===== src/rtl/addsub_pkg.sv =====
package addsub_pkg;

   // Adder structure selectors
   localparam int ADDER_NATIVE = 0;
   localparam int ADDER_RIPPLE = 1;
   localparam int ADDER_CSEL   = 2;

   // Operation codes: bit 1 = subtract, bit 0 = unsigned (no overflow)
   typedef enum logic [1:0] {
      OP_ADD  = 2'b00,
      OP_ADDU = 2'b01,
      OP_SUB  = 2'b10,
      OP_SUBU = 2'b11
   } addsub_op_e;

   typedef struct packed {
      logic inv_b;    // feed NOT(B) into the adder
      logic cin;      // adder carry-in
      logic ovf_en;   // signed overflow reporting enabled
   } addsub_ctl_t;

   function automatic logic maj3(input logic x, input logic y, input logic z);
      return (x & y) | (x & z) | (y & z);
   endfunction

endpackage


===== src/rtl/addsub_decode.sv =====
module addsub_decode
   import addsub_pkg::*;
(
   input  logic [1:0]  op_sel,
   output addsub_ctl_t ctl
);

   always_comb begin
      case (addsub_op_e'(op_sel))
         OP_ADD:  ctl = '{inv_b: 1'b0, cin: 1'b0, ovf_en: 1'b1};
         OP_ADDU: ctl = '{inv_b: 1'b0, cin: 1'b0, ovf_en: 1'b0};
         OP_SUB:  ctl = '{inv_b: 1'b1, cin: 1'b1, ovf_en: 1'b1};
         OP_SUBU: ctl = '{inv_b: 1'b1, cin: 1'b1, ovf_en: 1'b0};
         default: ctl = '{inv_b: 1'b0, cin: 1'b0, ovf_en: 1'b0};
      endcase
   end

endmodule


===== src/rtl/addsub_operand_mux.sv =====
module addsub_operand_mux #(
   parameter int WIDTH = 32
) (
   input  logic [WIDTH-1:0] opnd_b,
   input  logic             inv_b,
   output logic [WIDTH-1:0] b_eff
);

   if (WIDTH < 1) begin : g_bad_width
      $error("addsub_operand_mux: WIDTH must be at least 1");
   end

   for (genvar i = 0; i < WIDTH; i++) begin : g_bit
      assign b_eff[i] = inv_b ? ~opnd_b[i] : opnd_b[i];
   end

endmodule


===== src/rtl/addsub_adder.sv =====
module addsub_adder
   import addsub_pkg::*;
#(
   parameter int WIDTH = 32,
   parameter int STYLE = ADDER_CSEL,
   parameter int BLOCK = 8
) (
   input  logic [WIDTH-1:0] a,
   input  logic [WIDTH-1:0] b,
   input  logic             cin,
   output logic [WIDTH-1:0] sum
);

   if (WIDTH < 2) begin : g_bad_width
      $error("addsub_adder: WIDTH must be at least 2");
   end
   if (STYLE != ADDER_NATIVE && STYLE != ADDER_RIPPLE && STYLE != ADDER_CSEL) begin : g_bad_style
      $error("addsub_adder: unknown STYLE");
   end

   if (STYLE == ADDER_NATIVE) begin : g_native
      assign sum = a + b + {{(WIDTH-1){1'b0}}, cin};
   end
   else if (STYLE == ADDER_RIPPLE) begin : g_ripple
      logic [WIDTH-1:0] cy;   // carry into each bit
      assign cy[0] = cin;
      for (genvar j = 1; j < WIDTH; j++) begin : g_cy
         assign cy[j] = maj3(a[j-1], b[j-1], cy[j-1]);
      end
      for (genvar j = 0; j < WIDTH; j++) begin : g_sum
         assign sum[j] = a[j] ^ b[j] ^ cy[j];
      end
   end
   else begin : g_csel
      localparam int NB = WIDTH / BLOCK;

      if (BLOCK < 1 || (WIDTH % BLOCK) != 0) begin : g_bad_block
         $error("addsub_adder: BLOCK must divide WIDTH");
      end

      logic [NB-1:0] bc;      // carry into each block
      assign bc[0] = cin;

      for (genvar k = 0; k < NB; k++) begin : g_blk
         localparam int BASE = k * BLOCK;
         logic [BLOCK-1:0] c0, c1, s0, s1;

         assign c0[0] = 1'b0;
         assign c1[0] = 1'b1;
         for (genvar j = 1; j < BLOCK; j++) begin : g_cy
            assign c0[j] = maj3(a[BASE+j-1], b[BASE+j-1], c0[j-1]);
            assign c1[j] = maj3(a[BASE+j-1], b[BASE+j-1], c1[j-1]);
         end
         for (genvar j = 0; j < BLOCK; j++) begin : g_sum
            assign s0[j] = a[BASE+j] ^ b[BASE+j] ^ c0[j];
            assign s1[j] = a[BASE+j] ^ b[BASE+j] ^ c1[j];
         end

         assign sum[BASE +: BLOCK] = bc[k] ? s1 : s0;

         if (k < NB - 1) begin : g_next
            logic co0, co1;
            assign co0 = maj3(a[BASE+BLOCK-1], b[BASE+BLOCK-1], c0[BLOCK-1]);
            assign co1 = maj3(a[BASE+BLOCK-1], b[BASE+BLOCK-1], c1[BLOCK-1]);
            assign bc[k+1] = bc[k] ? co1 : co0;
         end
      end
   end

endmodule


===== src/rtl/addsub_flags.sv =====
module addsub_flags #(
   parameter int WIDTH = 32
) (
   input  logic [WIDTH-1:0] sum,
   input  logic             a_msb,
   input  logic             beff_msb,
   input  logic             ovf_en,
   output logic             zero_flag,
   output logic             ovf_flag
);

   logic same_in_sign;
   logic sign_flipped;

   // Adder inputs agree in sign but the sum does not: signed overflow.
   assign same_in_sign = ~(a_msb ^ beff_msb);
   assign sign_flipped = sum[WIDTH-1] ^ a_msb;
   assign ovf_flag     = ovf_en & same_in_sign & sign_flipped;

   assign zero_flag    = ~|sum;

endmodule


===== src/rtl/addsub_unit.sv =====
module addsub_unit
   import addsub_pkg::*;
#(
   parameter int WIDTH       = 32,
   parameter int ADDER_STYLE = ADDER_CSEL,
   parameter int CSEL_BLOCK  = 8
) (
   input  logic [WIDTH-1:0] opnd_a,
   input  logic [WIDTH-1:0] opnd_b,
   input  logic [1:0]       op_sel,
   output logic [WIDTH-1:0] result,
   output logic             zero_flag,
   output logic             ovf_flag
);

   if (WIDTH < 2) begin : g_bad_width
      $error("addsub_unit: WIDTH must be at least 2");
   end

   addsub_ctl_t      ctl;
   logic [WIDTH-1:0] b_eff;

   addsub_decode u_decode (
      .op_sel (op_sel),
      .ctl    (ctl)
   );

   addsub_operand_mux #(.WIDTH(WIDTH)) u_bmux (
      .opnd_b (opnd_b),
      .inv_b  (ctl.inv_b),
      .b_eff  (b_eff)
   );

   addsub_adder #(
      .WIDTH (WIDTH),
      .STYLE (ADDER_STYLE),
      .BLOCK (CSEL_BLOCK)
   ) u_adder (
      .a   (opnd_a),
      .b   (b_eff),
      .cin (ctl.cin),
      .sum (result)
   );

   addsub_flags #(.WIDTH(WIDTH)) u_flags (
      .sum       (result),
      .a_msb     (opnd_a[WIDTH-1]),
      .beff_msb  (b_eff[WIDTH-1]),
      .ovf_en    (ctl.ovf_en),
      .zero_flag (zero_flag),
      .ovf_flag  (ovf_flag)
   );

endmodule


===== config.mk =====
export PLATFORM = sky130hd
export DESIGN_NAME = addsub_unit
export DESIGN_NICKNAME = d
export VERILOG_FILES = /design/src/rtl/addsub_pkg.sv /design/src/rtl/addsub_decode.sv /design/src/rtl/addsub_operand_mux.sv /design/src/rtl/addsub_adder.sv /design/src/rtl/addsub_flags.sv /design/src/rtl/addsub_unit.sv
export SDC_FILE = /design/constraint.sdc
export NUM_CORES = 1
export LEC_CHECK = 0
export ABC_AREA = 1
export BUFFER_PORTS_ARGS = -buffer_cell sky130_fd_sc_hd__buf_2
export CAP_MARGIN = 10
export CORE_MARGIN = 2
export CORE_UTILIZATION = 54
export DETAILED_ROUTE_END_ITERATION = 16
export PLACE_DENSITY = 0.86
export REMOVE_ABC_BUFFERS = 1
export SLEW_MARGIN = 20
export SYNTH_ARGS = -nofsm -noshare
export SYNTH_HDL_FRONTEND = slang
export SYNTH_SLANG_ARGS = --single-unit

===== constraint.sdc =====
create_clock -name vclk -period 3.8
set_input_delay 0 -clock vclk [all_inputs]
set_output_delay 0 -clock vclk [all_outputs]
set_load 0.02 [all_outputs]

**Yosys cells after proc, flatten, opt, wreduce, memory -nomap -nowiden**

Cells that the tools add are included.

- Register bits: 0
- Bits in latches: 0
- Bits in writable memories: 0
- Memory bits (read-only): 0
- Input port bits: 66
- Logic and storage cells: 429
- Memories: 0

- $add $sub $neg: 0
- Multipliers: 0
- Divide/modulo/power cells: 0
- $lt $le $gt $ge: 0
- Equality and inequality tests: 3
- Shift-type cells: 0
- Muxes and demuxes: 40
- Bitwise gates (word level): 383
- Reduce and logical (&&, ||, !) cells: 3

Operators by type and width:

| operator | number |
|---|---|
| $and 1x1->1 | 141 |
| $or 1x1->1 | 116 |
| $xor 1x1->1 | 89 |
| $not 1->1 | 37 |
| $mux 1 | 35 |
| $mux 8 | 4 |
| $reduce_or 32->1 | 1 |
| $pmux 3 s4 | 1 |
| $eq 2x2->1 const B | 2 |
| $eq 2x1->1 const B | 1 |
| $logic_not 2->1 | 1 |
| $logic_not 1->1 | 1 |

**Longest topological paths before layout**

- Word-level depth: 33
- Gate-level depth with buffers: 34
- Mapped depth without buffers: 31

**Modules after synthesis**

A second synthesis with hierarchy kept.

- Cells, all modules: 526
- Area total of the unflattened synthesis: 2,819.0 µm²

By module, submodules not included:

| module | times used | cells an instance | area an instance (µm²) | seq. area each (µm²) |
|---|---|---|---|---|
| addsub_adder | 1 | 351 | 2,064.5 | 0.0 |
| addsub_operand_mux | 1 | 136 | 596.8 | 0.0 |
| addsub_flags | 1 | 36 | 142.6 | 0.0 |
| addsub_decode | 1 | 3 | 15.0 | 0.0 |

**Worst setup path before layout**

Ideal clock, no wire load.

- Kind: input-to-output
- From: input port op_sel[1]
- To: output port zero_flag
- Arrival time: 3,247 ps
- Setup slack: 553 ps
- Stages: 31
- Buffers on the path: 5
- Path through: buf_6 -> buf_8 -> buf_6 -> buf_4 -> xnor2_1 -> inv_1 -> ha_1 -> a21oi_1 -> nand2_1 -> nand2_1 -> nand2_1 -> nand2_1 -> nand2_1 -> nand2_1 -> nand2_1 -> nand2_1 -> nand2_2 -> a21oi_2 -> nor2_1 -> nor2_2 -> nand3_4 -> nand2_4 -> buf_6 -> nand2_1 -> nand3_1 -> nand2_1 -> nor2_1 -> nand3_1 -> nor2_1 -> nand3_1 -> nor2_1

RTL lines:

| item | line | source |
|---|---|---|
| start, declared | addsub_unit.sv:10 | `input logic [1:0] op_sel,` |
| $eq 2x2->1 (tied with other cells) | addsub_decode.sv:9 | `case (addsub_op_e'(op_sel))` |
| $pmux 3 s4 * | addsub_decode.sv:9 |  |
| $mux 1 | addsub_operand_mux.sv:14 | `assign b_eff[i] = inv_b ? ~opnd_b[i] : opnd_b[i];` |
| $and 1x1->1 | addsub_pkg.sv:23 | `return (x & y) \| (x & z) \| (y & z);` |
| $or 1x1->1 (2 in a row) | addsub_pkg.sv:23 |  |
| $and 1x1->1 | addsub_pkg.sv:23 |  |
| $or 1x1->1 (2 in a row) | addsub_pkg.sv:23 |  |
| $and 1x1->1 | addsub_pkg.sv:23 |  |
| [... 12 more ...] | - |  |
| $or 1x1->1 (2 in a row) | addsub_pkg.sv:23 |  |
| $and 1x1->1 | addsub_pkg.sv:23 |  |
| $or 1x1->1 (2 in a row) | addsub_pkg.sv:23 |  |
| $mux 1 (2 in a row) | addsub_adder.sv:65 | `assign bc[k+1] = bc[k] ? co1 : co0;` |
| $mux 8 * | addsub_adder.sv:59 | `assign sum[BASE +: BLOCK] = bc[k] ? s1 : s0;` |
| named net result[21] | addsub_unit.sv:11 | `output logic [WIDTH-1:0] result,` |
| $reduce_or 32->1 * | addsub_flags.sv:20 | `assign zero_flag = ~\|sum;` |
| $logic_not 1->1 * | addsub_flags.sv:20 |  |
| end, declared | addsub_unit.sv:12 | `output logic zero_flag,` |

Mark *: on every way through the listed nets, which the timed path passes. The rest lies on a longest branch.

**Worst setup path in the final report**

- From: input port op_sel[1]
- To: output port zero_flag

- Cells in the longest elaborated chain, start to end: 33

Ends and longest elaborated chain:

| item | line |
|---|---|
| $eq 2x2->1 (tied with other cells) | addsub_decode.sv:9 |
| $pmux 3 s4 * | addsub_decode.sv:9 |
| $mux 1 | addsub_operand_mux.sv:14 |
| $and 1x1->1 | addsub_pkg.sv:23 |
| $or 1x1->1 (2 in a row) | addsub_pkg.sv:23 |
| $and 1x1->1 | addsub_pkg.sv:23 |
| $or 1x1->1 (2 in a row) | addsub_pkg.sv:23 |
| $and 1x1->1 | addsub_pkg.sv:23 |
| [... 11 more ...] | - |
| $and 1x1->1 | addsub_pkg.sv:23 |
| $or 1x1->1 (2 in a row) | addsub_pkg.sv:23 |
| $and 1x1->1 | addsub_pkg.sv:23 |
| $or 1x1->1 (2 in a row) | addsub_pkg.sv:23 |
| $mux 1 (3 in a row) | addsub_adder.sv:65 |
| $mux 8 | addsub_adder.sv:59 |
| $reduce_or 32->1 * | addsub_flags.sv:20 |
| $logic_not 1->1 * | addsub_flags.sv:20 |

Every way passes the cells marked *; elsewhere a longest branch is shown, timed or not.

==> results.cfg <==
[route]
drt_iter0_drc = 134
wl_per_cell_um = 9.48
drt-pass1-iter-count = 4
wl_mm = 6.48
ant_nets = 0
dr_total_vias = 3301
drcViolationCount = 0
vias_per_cell = 4.83

[synthesis]
postSynthCellCount = 519
yosysSeqAreaShare = 0
avgSynthCellArea_um2 = 5.47
synth_area_leaders = nand2_1 22%, inv_1 15%, ha_1 15%
yosys_warnings = 0
synth_largest_area_cell = nand2_1
ys_types = 35
syn-cell-area_mm2 = 0.00284
synth_top_area_share = 0.220

[placed_design]
hpwl_mm = 5.66
gp_congestion = 0.911
io_buffers = 100

[critical_path]
critPathKind = in2out
path_delay_family = simple AND/OR/NAND/NOR gates
crit_slowest_cell = inv_2
crit_fanout = 15
crit_top_cell = nand2_1
cp-end-kind = output port
slowest_delay_ns = 0.20
required_ns = 3.80
worstPathArrival_ns = 3.31
cp-start-kind = input pin
cp.buffers_inverters = 3

[floorplanning]
die_x_um = 76.5
die_y_um = 76.5
core-area_mm2 = 0.00507
rows = 26
start_util = 0.559
die-area_mm2 = 0.00585
ioPinCount = 100

[layout]
final_nets = 714
mostFrequentLayoutCells = 166 x nand2_1, 111 x inv_1, 100 x buf_2
antenna_cells = 0
clockBufferCount = 0
final.fill_count = 512
area_growth_pct = 18.7
final_common_cell = nand2_1
regArea_um2 = 0
drive_above_1_share = 0.233
seq_cell_count = 0

[cts]
cts_resized = 0
holdBufCountCts = 0
post-cts-setup-buffer-count = 0

[timing]
fmax_mhz = 302
min_period_ns = 3.31
setup_violations = 0
hold_ws_ns = 0.347
slew_headroom = 0.731
tns_ns = 0
fin_crit_sh = 0.870
rsz0062_at_grt = false
slew_violations = 0
final-hold-violation-count = 0
tightest_slew_ns = 0.402

[global_route]
antenna_found_initial = 0
grt_pass1_vias = 3003
grt_overflow = 0
grt_max_degree = 19
grt_usage = 0.215
grt_pass1_wl_mm = 11.3

[power]
p_leak_nw = 2.16
vdd_drop_max_uv = 199
p_per_area_mw_per_mm2 = 292

[status]
status = completed

[hold_path]
hold_class = in2out

[flow_run]
max_cap_violations = 0
[through the flow]
step	std cells	cell area [um^2]	setup slack, ns	power [mW]	utilization
floorplan	510	2760	0.965	0.715	-
global placement	683	3370	0.622	0.957	0.663
detailed placement	683	3370	0.526	0.979	0.663
CTS	683	3370	0.515	0.984	0.663
global route	683	3370	0.0214	1.11	0.663
finish	683	3370	0.493	0.982	0.663
[tightest hold or removal path, stage by stage]
cell and delay (ns):
buf_2 0.08, a31o_2 0.09, a21oi_1 0.03, buf_2 0.15
[cell type report]
class | count | area [um^2] | share of cell area
inverter | 112 | 420 | 0.125
tap | 70 | 87.6 | 0.0260
multi-input combinational | 398 | 2340 | 0.694
timing repair buffer | 103 | 523 | 0.155
[synthesized netlist by cell type (all sizes together)]
| cell | instances |
|---|---|
| a31o | 1 |
| inv | 112 |
| nand4 | 2 |
| nor3 | 1 |
| nand3b | 18 |
| nand3 | 44 |
| o2111ai | 1 |
| o21ai | 12 |
| nand2 | 184 |
| and2 | 1 |
| nor2 | 30 |
| o211ai | 1 |
| buf | 8 |
| ha | 33 |
| xnor2 | 31 |
| clkbuf | 1 |
| a21oi | 17 |
| or2 | 14 |
| xor2 | 8 |
[power by group]
group	internal, mW	leakage [nW]	switching [mW]
sequential	0	0	0
clock	0	0	0
combinational	0.354	2.16	0.627
[final timing paths]
| kind | start | end | cells past startpoint |
|---|---|---|---|
| setup / recovery | op_sel[1] | zero_flag | 31 |
| hold / removal | op_sel[0] | ovf_flag | 4 |
[cells by family after synthesis]
| kind of cell | count (synthesis) | synth area share |
|---|---|---|
| adders and majority gates | 33 | 0.146 |
| AOI/OAI and AO/OA | 32 | 0.0626 |
| buffers and inverters | 121 | 0.177 |
| and+or+nand+nor | 294 | 0.487 |
| xor gates and xnor gates | 39 | 0.128 |
[layer usage]
layer	vias up	GRT usage	part of all wire
met4	0	0.0255	0.0085
met5	-	0	0
met2	99	0.423	0.50
met1	1432	0.262	0.44
met3	6	0.00948	0.050
li1	1764	-	-
No activity file was read; power rests on OpenSTA's default activity.
